### config.mk
export PLATFORM = sky130hd
export DESIGN_NAME = adc_seq_timer
export DESIGN_NICKNAME = d
export VERILOG_FILES = /design/src/rtl/adc_seq_pkg.sv /design/src/rtl/adc_seq_dp.sv /design/src/rtl/adc_seq_ctl.sv /design/src/rtl/adc_seq_timer.sv
export SDC_FILE = /design/constraint.sdc
export NUM_CORES = 1
export LEC_CHECK = 0
export BUFFER_PORTS_ARGS = -buffer_cell sky130_fd_sc_hd__buf_2
export CAP_MARGIN = 20
export CORE_MARGIN = 2
export CORE_UTILIZATION = 60
export CTS_BUF_LIST = sky130_fd_sc_hd__clkbuf_8
export DETAILED_ROUTE_END_ITERATION = 7
export PLACE_DENSITY = 0.82
export SLEW_MARGIN = 20
export SYNTH_ARGS = -nofsm -noshare
export SYNTH_HDL_FRONTEND = slang
export SYNTH_HIERARCHICAL = 1
export SYNTH_SLANG_ARGS = --single-unit
### constraint.sdc
create_clock -name clk -period 4.2 [get_ports clk]
set_input_delay 0.84 -clock clk [delete_from_list [all_inputs] [get_ports clk]]
set_output_delay 0.84 -clock clk [all_outputs]
set_load 0.05 [all_outputs]
### src/rtl/adc_seq_pkg.sv
package adc_seq_pkg;

  typedef enum logic [2:0] {
    ST_IDLE,
    ST_WAIT,
    ST_STAB,
    ST_SAMP,
    ST_CONV
  } seqState_t;

  typedef enum logic [1:0] {
    PH_STAB = 2'd0,
    PH_SAMP = 2'd1,
    PH_CONV = 2'd2
  } phaseSel_t;

  // Control-to-datapath strobes
  typedef struct packed {
    logic      cfgWe;    // latch divider / mode / resolution
    logic      preClr;   // hold prescaler at zero
    logic      cntClr;   // hold phase counter at zero
    phaseSel_t phaseSel; // which phase length applies
  } seqStrobe_t;

  // Divider ratio per select code (peripheral clocks per conversion clock)
  function automatic logic [6:0] divRatio(input logic [2:0] sel);
    logic [6:0] r;
    case (sel)
      3'd0:    r = 7'd64;
      3'd1:    r = 7'd32;
      3'd2:    r = 7'd16;
      3'd3:    r = 7'd8;
      3'd4:    r = 7'd6;
      3'd5:    r = 7'd5;
      3'd6:    r = 7'd4;
      default: r = 7'd2;
    endcase
    return r;
  endfunction

endpackage

### src/rtl/adc_seq_dp.sv
module adc_seq_dp
  import adc_seq_pkg::*;
#(
  parameter int PRE_W     = 7,
  parameter int CNT_W     = 5,
  parameter int STAB_CLKS = 2,
  parameter int LV1_SAMP  = 7,
  parameter int LV1_TOTAL = 19,
  parameter int LV2_SAMP  = 5,
  parameter int LV2_TOTAL = 17,
  parameter int SHORT8    = 2
) (
  input  logic       clk,
  input  logic       rstN,
  input  logic [2:0] divSel,
  input  logic [1:0] lvMode,
  input  logic       res8,
  input  seqStrobe_t strb,
  output logic       phaseEnd
);

  localparam int LV1_CONV = LV1_TOTAL - LV1_SAMP;
  localparam int LV2_CONV = LV2_TOTAL - LV2_SAMP;

  logic [2:0]       divQ;
  logic [1:0]       lvQ;
  logic             res8Q;
  logic [PRE_W-1:0] preQ;
  logic [PRE_W-1:0] ratio;
  logic [CNT_W-1:0] cntQ;
  logic [CNT_W-1:0] limit;
  logic [CNT_W-1:0] convBase;
  logic             isLv2;
  logic             tick;

  // Configuration latch: only written while the converter is stopped
  always_ff @(posedge clk or negedge rstN) begin
    if (!rstN) begin
      divQ  <= '0;
      lvQ   <= '0;
      res8Q <= 1'b0;
    end else if (strb.cfgWe) begin
      divQ  <= divSel;
      lvQ   <= lvMode;
      res8Q <= res8;
    end
  end

  assign ratio = PRE_W'(divRatio(divQ));
  assign isLv2 = (lvQ == 2'b11);
  assign tick  = (preQ == ratio - PRE_W'(1));

  // Prescaler producing one tick per conversion clock
  always_ff @(posedge clk or negedge rstN) begin
    if (!rstN)            preQ <= '0;
    else if (strb.preClr) preQ <= '0;
    else if (tick)        preQ <= '0;
    else                  preQ <= preQ + PRE_W'(1);
  end

  // Phase length selection
  always_comb begin
    convBase = isLv2 ? CNT_W'(LV2_CONV) : CNT_W'(LV1_CONV);
    case (strb.phaseSel)
      PH_STAB: limit = CNT_W'(STAB_CLKS);
      PH_SAMP: limit = isLv2 ? CNT_W'(LV2_SAMP) : CNT_W'(LV1_SAMP);
      default: limit = res8Q ? convBase - CNT_W'(SHORT8) : convBase;
    endcase
  end

  assign phaseEnd = tick && (cntQ == limit - CNT_W'(1));

  // Conversion-clock counter within the current phase
  always_ff @(posedge clk or negedge rstN) begin
    if (!rstN)            cntQ <= '0;
    else if (strb.cntClr) cntQ <= '0;
    else if (phaseEnd)    cntQ <= '0;
    else if (tick)        cntQ <= cntQ + CNT_W'(1);
  end

  AST_PRE_BELOW_RATIO: assert property (@(posedge clk) disable iff (!rstN)
    preQ < ratio);

  AST_CNT_BELOW_LIMIT: assert property (@(posedge clk) disable iff (!rstN)
    !strb.cntClr |-> cntQ < limit);

endmodule

### src/rtl/adc_seq_ctl.sv
module adc_seq_ctl
  import adc_seq_pkg::*;
(
  input  logic       clk,
  input  logic       rstN,
  input  logic       enable,
  input  logic       start,
  input  logic       hwTrig,
  input  logic       seqMode,
  input  logic       phaseEnd,
  output seqStrobe_t strb,
  output logic       phStab,
  output logic       phSample,
  output logic       phConv,
  output logic       busy,
  output logic       done,
  output logic       capture
);

  seqState_t stateQ, stateD;
  logic      armed;

  assign armed = enable && start;

  always_comb begin
    stateD = stateQ;
    if (!enable) begin
      stateD = ST_IDLE;
    end else begin
      case (stateQ)
        ST_IDLE, ST_WAIT: stateD = (armed && hwTrig) ? ST_STAB : ST_WAIT;
        ST_STAB:          if (phaseEnd) stateD = ST_SAMP;
        ST_SAMP:          if (phaseEnd) stateD = ST_CONV;
        ST_CONV:          if (phaseEnd) stateD = (seqMode && start) ? ST_SAMP : ST_WAIT;
        default:          stateD = ST_IDLE;
      endcase
    end
  end

  always_ff @(posedge clk or negedge rstN) begin
    if (!rstN) stateQ <= ST_IDLE;
    else       stateQ <= stateD;
  end

  // Strobes toward the datapath
  always_comb begin
    strb.cfgWe  = !enable && !start;
    strb.preClr = (stateQ == ST_IDLE) || (stateQ == ST_WAIT);
    strb.cntClr = strb.preClr;
    case (stateQ)
      ST_SAMP: strb.phaseSel = PH_SAMP;
      ST_CONV: strb.phaseSel = PH_CONV;
      default: strb.phaseSel = PH_STAB;
    endcase
  end

  assign phStab   = (stateQ == ST_STAB);
  assign phSample = (stateQ == ST_SAMP);
  assign phConv   = (stateQ == ST_CONV);
  assign busy     = phStab || phSample || phConv;
  assign done     = enable && phConv && phaseEnd;
  assign capture  = done;

  AST_DONE_SINGLE: assert property (@(posedge clk) disable iff (!rstN)
    done |=> !done);

  AST_STAB_LEADS: assert property (@(posedge clk) disable iff (!rstN)
    $rose(busy) |-> phStab);

  AST_ABORT_IDLE: assert property (@(posedge clk) disable iff (!rstN)
    !enable |=> !busy);

  AST_SEQ_SKIP_STAB: assert property (@(posedge clk) disable iff (!rstN)
    (done && seqMode && start) |=> phSample);

  AST_BUSY_HOLDS: assert property (@(posedge clk) disable iff (!rstN)
    (busy && !done && enable) |=> busy);

  AST_ONESHOT_RETURN: assert property (@(posedge clk) disable iff (!rstN)
    (done && !seqMode) |=> !busy);

endmodule

### src/rtl/adc_seq_timer.sv
module adc_seq_timer
  import adc_seq_pkg::*;
#(
  parameter int PRE_W     = 7,
  parameter int CNT_W     = 5,
  parameter int STAB_CLKS = 2,
  parameter int LV1_SAMP  = 7,
  parameter int LV1_TOTAL = 19,
  parameter int LV2_SAMP  = 5,
  parameter int LV2_TOTAL = 17,
  parameter int SHORT8    = 2
) (
  input  logic       clk,
  input  logic       rstN,
  input  logic       enable,
  input  logic       start,
  input  logic       hwTrig,
  input  logic [2:0] divSel,
  input  logic [1:0] lvMode,
  input  logic       res8,
  input  logic       seqMode,
  output logic       phStab,
  output logic       phSample,
  output logic       phConv,
  output logic       busy,
  output logic       done,
  output logic       capture
);

  seqStrobe_t strb;
  logic       phaseEnd;

  adc_seq_dp #(
    .PRE_W(PRE_W), .CNT_W(CNT_W), .STAB_CLKS(STAB_CLKS),
    .LV1_SAMP(LV1_SAMP), .LV1_TOTAL(LV1_TOTAL),
    .LV2_SAMP(LV2_SAMP), .LV2_TOTAL(LV2_TOTAL), .SHORT8(SHORT8)
  ) dp_i (
    .clk(clk), .rstN(rstN), .divSel(divSel), .lvMode(lvMode), .res8(res8),
    .strb(strb), .phaseEnd(phaseEnd)
  );

  adc_seq_ctl ctl_i (
    .clk(clk), .rstN(rstN), .enable(enable), .start(start), .hwTrig(hwTrig),
    .seqMode(seqMode), .phaseEnd(phaseEnd), .strb(strb),
    .phStab(phStab), .phSample(phSample), .phConv(phConv),
    .busy(busy), .done(done), .capture(capture)
  );

endmodule

==> results.json, run 1 <==
{
  "cp_max_fo": 8,
  "required_ns": 3.36,
  "worstSetupPathType": "register to output port",
  "r2r_setup_slack_ns": 1.24,
  "p_leak_nw": 0.655,
  "period_minus_slack_ns": 3.96,
  "ys_seq_area_frac": 0.360,
  "synthTopCellsByCount": "21 x dfrtp_1, 16 x nand2_1, 12 x nor2_1",
  "vias": 1174,
  "synthTopCellsByArea": "dfrtp_1 36%, xnor2_1 4.8%, mux2_2 4.6%",
  "period_share": 0.942,
  "drt_iter0_drc": 43,
  "cts-buffers-inserted": 3,
  "max-cap-violations": 0,
  "rows": 17,
  "regArea_um2": 526,
  "cp_data_arrival_time_ns": 3.12,
  "synthCells": 161,
  "path_buf_inv": 4,
  "ioPinCount": 18,
  "fin_skew_ns": 0.00479,
  "fmax_ghz": 0.253,
  "yosysWarnings": 6,
  "cts_tree": "done",
  "setup-tns-final_ns": 0,
  "rsz0062_at_grt": "false",
  "path_cells": "nor2_2 > nand2_2 > inv_2 > inv_1 > o22ai_1 > ha_2 > or4bb_1 > a21oi_2 > o311ai_4 > nor2_1 > buf_4 > and3_1 > clkbuf_4",
  "top_usage_layer": "met2",
  "drv_slew": 0,
  "timing.rr.start": "ctl_i/stateQ[0]",
  "slew-limit-headroom": 0.676,
  "min_path_type": "register to register",
  "hp-start": "dp_i/preQ[0]",
  "grt_pass1_wl_mm": 4.73,
  "synth-main-ff-cell": "dfrtp_1",
  "routed_via_density": 5.84,
  "hold_violations": 0,
  "syn_nets": 177,
  "wl_mm": 2.81,
  "critPathMaxStageDelay_ns": 0.50,
  "slowest_stage": "or4bb_1",
  "synth-edff-count": 0,
  "setup_viol": 0,
  "clk_pin_slew_ns": 0.08,
  "synth_area_um2": 1460,
  "antenna_cells": 0,
  "synth_largest_area_cell": "dfrtp_1",
  "cp-end-kind": "output port",
  "ys_types": 48,
  "grt.met2_usage": 0.368,
  "min_to": "dp_i/preQ[0]",
  "core_region_area_um2": 2250,
  "worst_slew_pin_slew_ns": 0.484,
  "final_net_count": 190,
  "power-per-cell-area_nw_per_um2": 285,
  "post-synth-top-count-cell": "dfrtp_1",
  "cts_hold_buf": 0,
  "cts_max_path_buffers": 2,
  "start_util": 0.648,
  "ys_ff_latch": 21,
  "status": "finished clean",
  "routabilityCongestion": 0.883,
  "r2r_end": "ctl_i/stateQ[0]",
  "dp.final_hpwl_mm": 2.06,
  "die-height_um": 53.3,
  "wl_per_cell_um": 14.0,
  "fillers": 191,
  "grt_max_degree": 22,
  "gr-total-overflow": 0,
  "first_global_vias": 1092,
  "crit_path_start_kind": "register",
  "insertion_delay_ns": 0.26,
  "use_met3": 0.0650,
  "route.detailed.drc": 0,
  "multi_input_area_um2": 836,
  "avgSynthCellArea_um2": 9.07,
  "dr.pass1.iters": 4,
  "antenna_found_initial": 0,
  "postRouteAntennaNets": 0,
  "cpLargestDelayFamily": "simple AND/OR/NAND/NOR gates",
  "io_buffers": 17,
  "grt_usage": 0.226,
  "cts_root_buf": "clkbuf_8",
  "crit_start": "ctl_i/stateQ[0]",
  "clkSinkCount": 21,
  "die_w_um": 53.3,
  "hold_depth": 1,
  "synth-async-reset-ratio": 1.00,
  "synth_top_cell_area_share": 0.360,
  "drive_gt1_frac": 0.225,
  "reg2reg_depth": 14,
  "dieArea_um2": 2840,
  "area_growth_pct": 8.23,
  "ir_drop_mv": 0.295,
  "hold_ws_ns": 0.514,
  "h-tree-depth": 1,
  "gr-usage-met1": 0.299
}
==> what timing repair did <==
item / 4_1_cts / 5_1_grt
setup buffers: 0 / 0
gates resized for setup: 0 / 6
setup endpoints to repair: 0 / 2
==> logic make-up (layout without fill, tap and decap cells) <==
| logic type | after synthesis | after routing | synth area share |
|---|---|---|---|
| adders and majority gates | 4 | 4 | 0.0343 |
| muxes | 7 | 7 | 0.0531 |
| and+or+nand+nor | 65 | 65 | 0.245 |
| AOI/OAI and AO/OA | 32 | 32 | 0.157 |
| DFF | 21 | 21 | 0.360 |
| xor gates and xnor gates | 12 | 12 | 0.0720 |
| buffers and inverters | 20 | 32 | 0.0788 |
==> through the flow <==
step                cell area (um2)  worst slack [ns]  power, mW  instances   util
floorplan                      1460             0.201      0.309        161      -
global placement               1510             0.549      0.317        197  0.670
detailed placement             1510             0.432      0.322        197  0.670
CTS                            1560             0.120      0.456        201  0.691
global route                   1580            0.0179      0.479        201  0.701
finish                         1580             0.242      0.450        201  0.701
==> layout by cell type, fill, tap and decap left out, types with 2 or more instances in the layout <==
cell type,Yosys,layout
nand3b_1,2,2
a211oi_1,3,3
o21ai_0,3,3
o32ai_1,3,3
or2_1,2,2
and3b_2,2,2
or3b_1,2,2
clkbuf_8,0,3
mux2_2,6,6
or3_1,2,2
nor3_1,2,2
a21oi_1,11,10
dfrtp_1,21,21
nand2_1,16,16
nor2_1,12,12
inv_1,9,8
nand3_1,7,7
nor2b_1,2,2
nor3b_1,2,2
nand2b_1,3,3
clkbuf_4,0,2
inv_2,1,2
buf_2,2,15
and3_1,4,4
xnor2_1,8,8
xor2_1,4,4
ha_1,4,3
==> worst reg2reg max path: stages, from the launching register on <==
cell and delay [ns]:
dfrtp_1 0.46, nor2_2 0.18, nand2_2 0.10, inv_2 0.12
inv_1 0.06, o22ai_1 0.17, ha_2 0.24, or4bb_1 0.50
a21oi_2 0.19, o311ai_4 0.16, nor2_1 0.14, buf_4 0.15
xnor2_1 0.12, o2bb2ai_1 0.10, o21a_1 0.17
==> per-layer routing <==
| metal | up-vias | wire, um | share of wire |
|---|---|---|---|
| li1 | 587 | - | - |
| met1 | 544 | 1280 | 0.45 |
| met2 | 41 | 1370 | 0.49 |
| met3 | 2 | 160 | 0.057 |
| met4 | 0 | 8 | 0.0028 |
| met5 | - | 0 | 0 |
==> power breakdown <==
group | total (mW) | switching, mW | internal, mW
logic | 0.0885 | 0.0471 | 0.0414
clock network | 0.131 | 0.0639 | 0.0669
registers | 0.231 | 0.0184 | 0.213
==> area by class of cell <==
cell class / count / share of cell area
inverter: 10 / 0.0238
clock inverter: 1 / 0.00475
multi-input combinational: 120 / 0.529
timing repair buffer: 18 / 0.0618
clock buffer: 3 / 0.0261
sequential: 21 / 0.333
tap: 28 / 0.0222
==> flip-flops by register name, indices dropped and copies added, names as in the netlist <==
register,flops
dp_i/lvQ,2
ctl_i/stateQ,3
dp_i/divQ,3
dp_i/cntQ,5
dp_i/res8Q,1
dp_i/preQ,7
==> worst max path at each step <==
stage | end | slack (ns) | cells after the start
after floorplan | done | 0.20 | 13
final | capture | 0.24 | 13
after CTS | capture | 0.12 | 13
after global placement | done | 0.55 | 13
after detailed placement | capture | 0.43 | 13
after global routing | done | 0.02 | 13
Power figures use the tool's default switching activity.
==> run 2: changes to the inputs <==
--- a/config.mk
+++ b/config.mk
@@ -8,10 +8,10 @@
 export BUFFER_PORTS_ARGS = -buffer_cell sky130_fd_sc_hd__buf_2
 export CAP_MARGIN = 20
 export CORE_MARGIN = 2
-export CORE_UTILIZATION = 60
+export CORE_UTILIZATION = 55
 export CTS_BUF_LIST = sky130_fd_sc_hd__clkbuf_8
 export DETAILED_ROUTE_END_ITERATION = 7
-export PLACE_DENSITY = 0.82
+export PLACE_DENSITY = 0.76
 export SLEW_MARGIN = 20
 export SYNTH_ARGS = -nofsm -noshare
 export SYNTH_HDL_FRONTEND = slang
==> results.json, run 2 (synthesis gave the netlist of run 1 again) <==
{
  "hold_violations": 0,
  "total_power_mw": 0.450,
  "start_util": 0.584,
  "period_share": 0.935,
  "r2r_setup_slack_ns": 1.27,
  "crit_top_cell": "buf_4",
  "regMostFlops": "dp_i/preQ",
  "slowest_stage": "or4bb_1",
  "gr-total-overflow": 0,
  "grt_usage": 0.193,
  "h-tree-depth": 1,
  "dieArea_um2": 3080,
  "reg2reg_depth": 14,
  "cp-end-kind": "output port",
  "setup-tns-final_ns": 0,
  "crit_path_start_kind": "register",
  "area_growth_pct": 8.91,
  "dp.final_hpwl_mm": 2.03,
  "fin_skew_ns": 0.00172,
  "cts_max_path_buffers": 2,
  "rsz0062_at_grt": "false",
  "drv_slew": 0,
  "cts_hold_buf": 0,
  "critPathMaxStageDelay_ns": 0.52,
  "setup_viol": 0,
  "insertion_delay_ns": 0.26,
  "r2r_end": "ctl_i/stateQ[0]",
  "postRouteAntennaNets": 0,
  "period_minus_slack_ns": 3.93,
  "cts-buffers-inserted": 3,
  "timing.rr.start": "ctl_i/stateQ[0]",
  "antenna_cells": 0,
  "worst_slew_pin_slew_ns": 0.499,
  "fin_ws_ns": 0.274,
  "ir_drop_mv": 0.233,
  "cp_data_arrival_time_ns": 3.09,
  "p_leak_nw": 0.663,
  "most-common-layout-cells": "19 x dfrtp_1, 16 x nand2_1, 15 x buf_2, 12 x nor2_1, 10 x a21oi_1",
  "die_w_um": 55.5,
  "path_cells": "nor2_2 > nand2_2 > inv_2 > inv_1 > o22ai_1 > ha_2 > or4bb_1 > a21oi_2 > o311ai_4 > nor2_1 > buf_4 > and3_1 > buf_4",
  "path_buf_inv": 4,
  "wl_per_cell_um": 13.4,
  "first_global_vias": 1133,
  "required_ns": 3.36,
  "largest_reg_flops": 7,
  "cpLargestDelayFamily": "simple AND/OR/NAND/NOR gates",
  "drive_gt1_frac": 0.241,
  "worstSetupPathType": "register to output port",
  "grt_max_degree": 22,
  "final_net_count": 191,
  "min_path_type": "primary input to asynchronous set/reset pin",
  "dr.pass1.iters": 4,
  "antenna_found_initial": 0,
  "core_region_area_um2": 2500,
  "fmax_ghz": 0.255,
  "wl_mm": 2.73,
  "clk_pin_slew_ns": 0.07,
  "clkSinkCount": 21,
  "vias": 1180,
  "ioPinCount": 18,
  "die-height_um": 55.5,
  "cp_max_fo": 8,
  "routed_via_density": 5.78,
  "rows": 18,
  "fin_util": 0.636,
  "final_common_cell": "dfrtp_1",
  "reg.largest.list": "dp_i/preQ x7, dp_i/cntQ x5",
  "cts_root_buf": "clkbuf_8",
  "drt_iter0_drc": 52,
  "post-place-ws_ns": 0.386,
  "status": "finished clean",
  "route.detailed.drc": 0,
  "max-cap-violations": 0,
  "slew-limit-headroom": 0.667,
  "power-per-cell-area_nw_per_um2": 283,
  "cts_tree": "done",
  "grt_pass1_wl_mm": 4.82,
  "io_buffers": 17,
  "routabilityCongestion": 0.815
}
==> run 2: worst max path at each step <==
stage,startpoint,endpoint,slack (ns),cells past startpoint
after global routing,ctl_i/stateQ[1],capture,0.02,13
after CTS,ctl_i/stateQ[0],capture,0.1,13
after floorplan,ctl_i/stateQ[1],done,0.20,13
after global placement,ctl_i/stateQ[0],done,0.54,13
final,ctl_i/stateQ[0],capture,0.27,13
after detailed placement,ctl_i/stateQ[0],capture,0.39,13
==> run 2: area by class of cell <==
class | instances | area (um2)
timing repair buffer | 19 | 105
sequential | 21 | 528
tap | 30 | 37.5
clock buffer | 3 | 41.3
multi-input combinational | 120 | 836
inverter | 10 | 37.5
clock inverter | 1 | 5.00
fill | 216 | 910
==> run 2: metrics by stage <==
stage	instance area [um2]	std cells	hold WS (ns)
final	1590	204	0.528
after global routing	1590	204	0.548
after CTS	1560	203	0.533
after detailed placement	1510	199	0.515
after global placement	1510	199	0.495
after floorplan	1460	161	0.468
==> run 2: repair_timing <==
action	4_1_cts	5_1_grt
setup endpoints to repair	0	2
resized for setup	0	10
endpoints found under the hold margin	0	0
setup buffers	0	1
==> run 2: where the power goes <==
group | internal (mW) | leakage (nW) | switching (mW) | total (mW)
sequential | 0.213 | 0.275 | 0.0184 | 0.231
clock | 0.0661 | 0.0255 | 0.0645 | 0.131
combinational | 0.0416 | 0.363 | 0.0471 | 0.0887
total | 0.321 | 0.663 | 0.130 | 0.450
==> run 2: per-layer routing <==
layer	global-route usage	share of wire	vias to the layer above
met1	0.225	0.44	563
met3	0.0351	0.026	4
met4	0.0627	0.011	0
li1	-	-	597
met2	0.352	0.52	16
met5	0	0	-
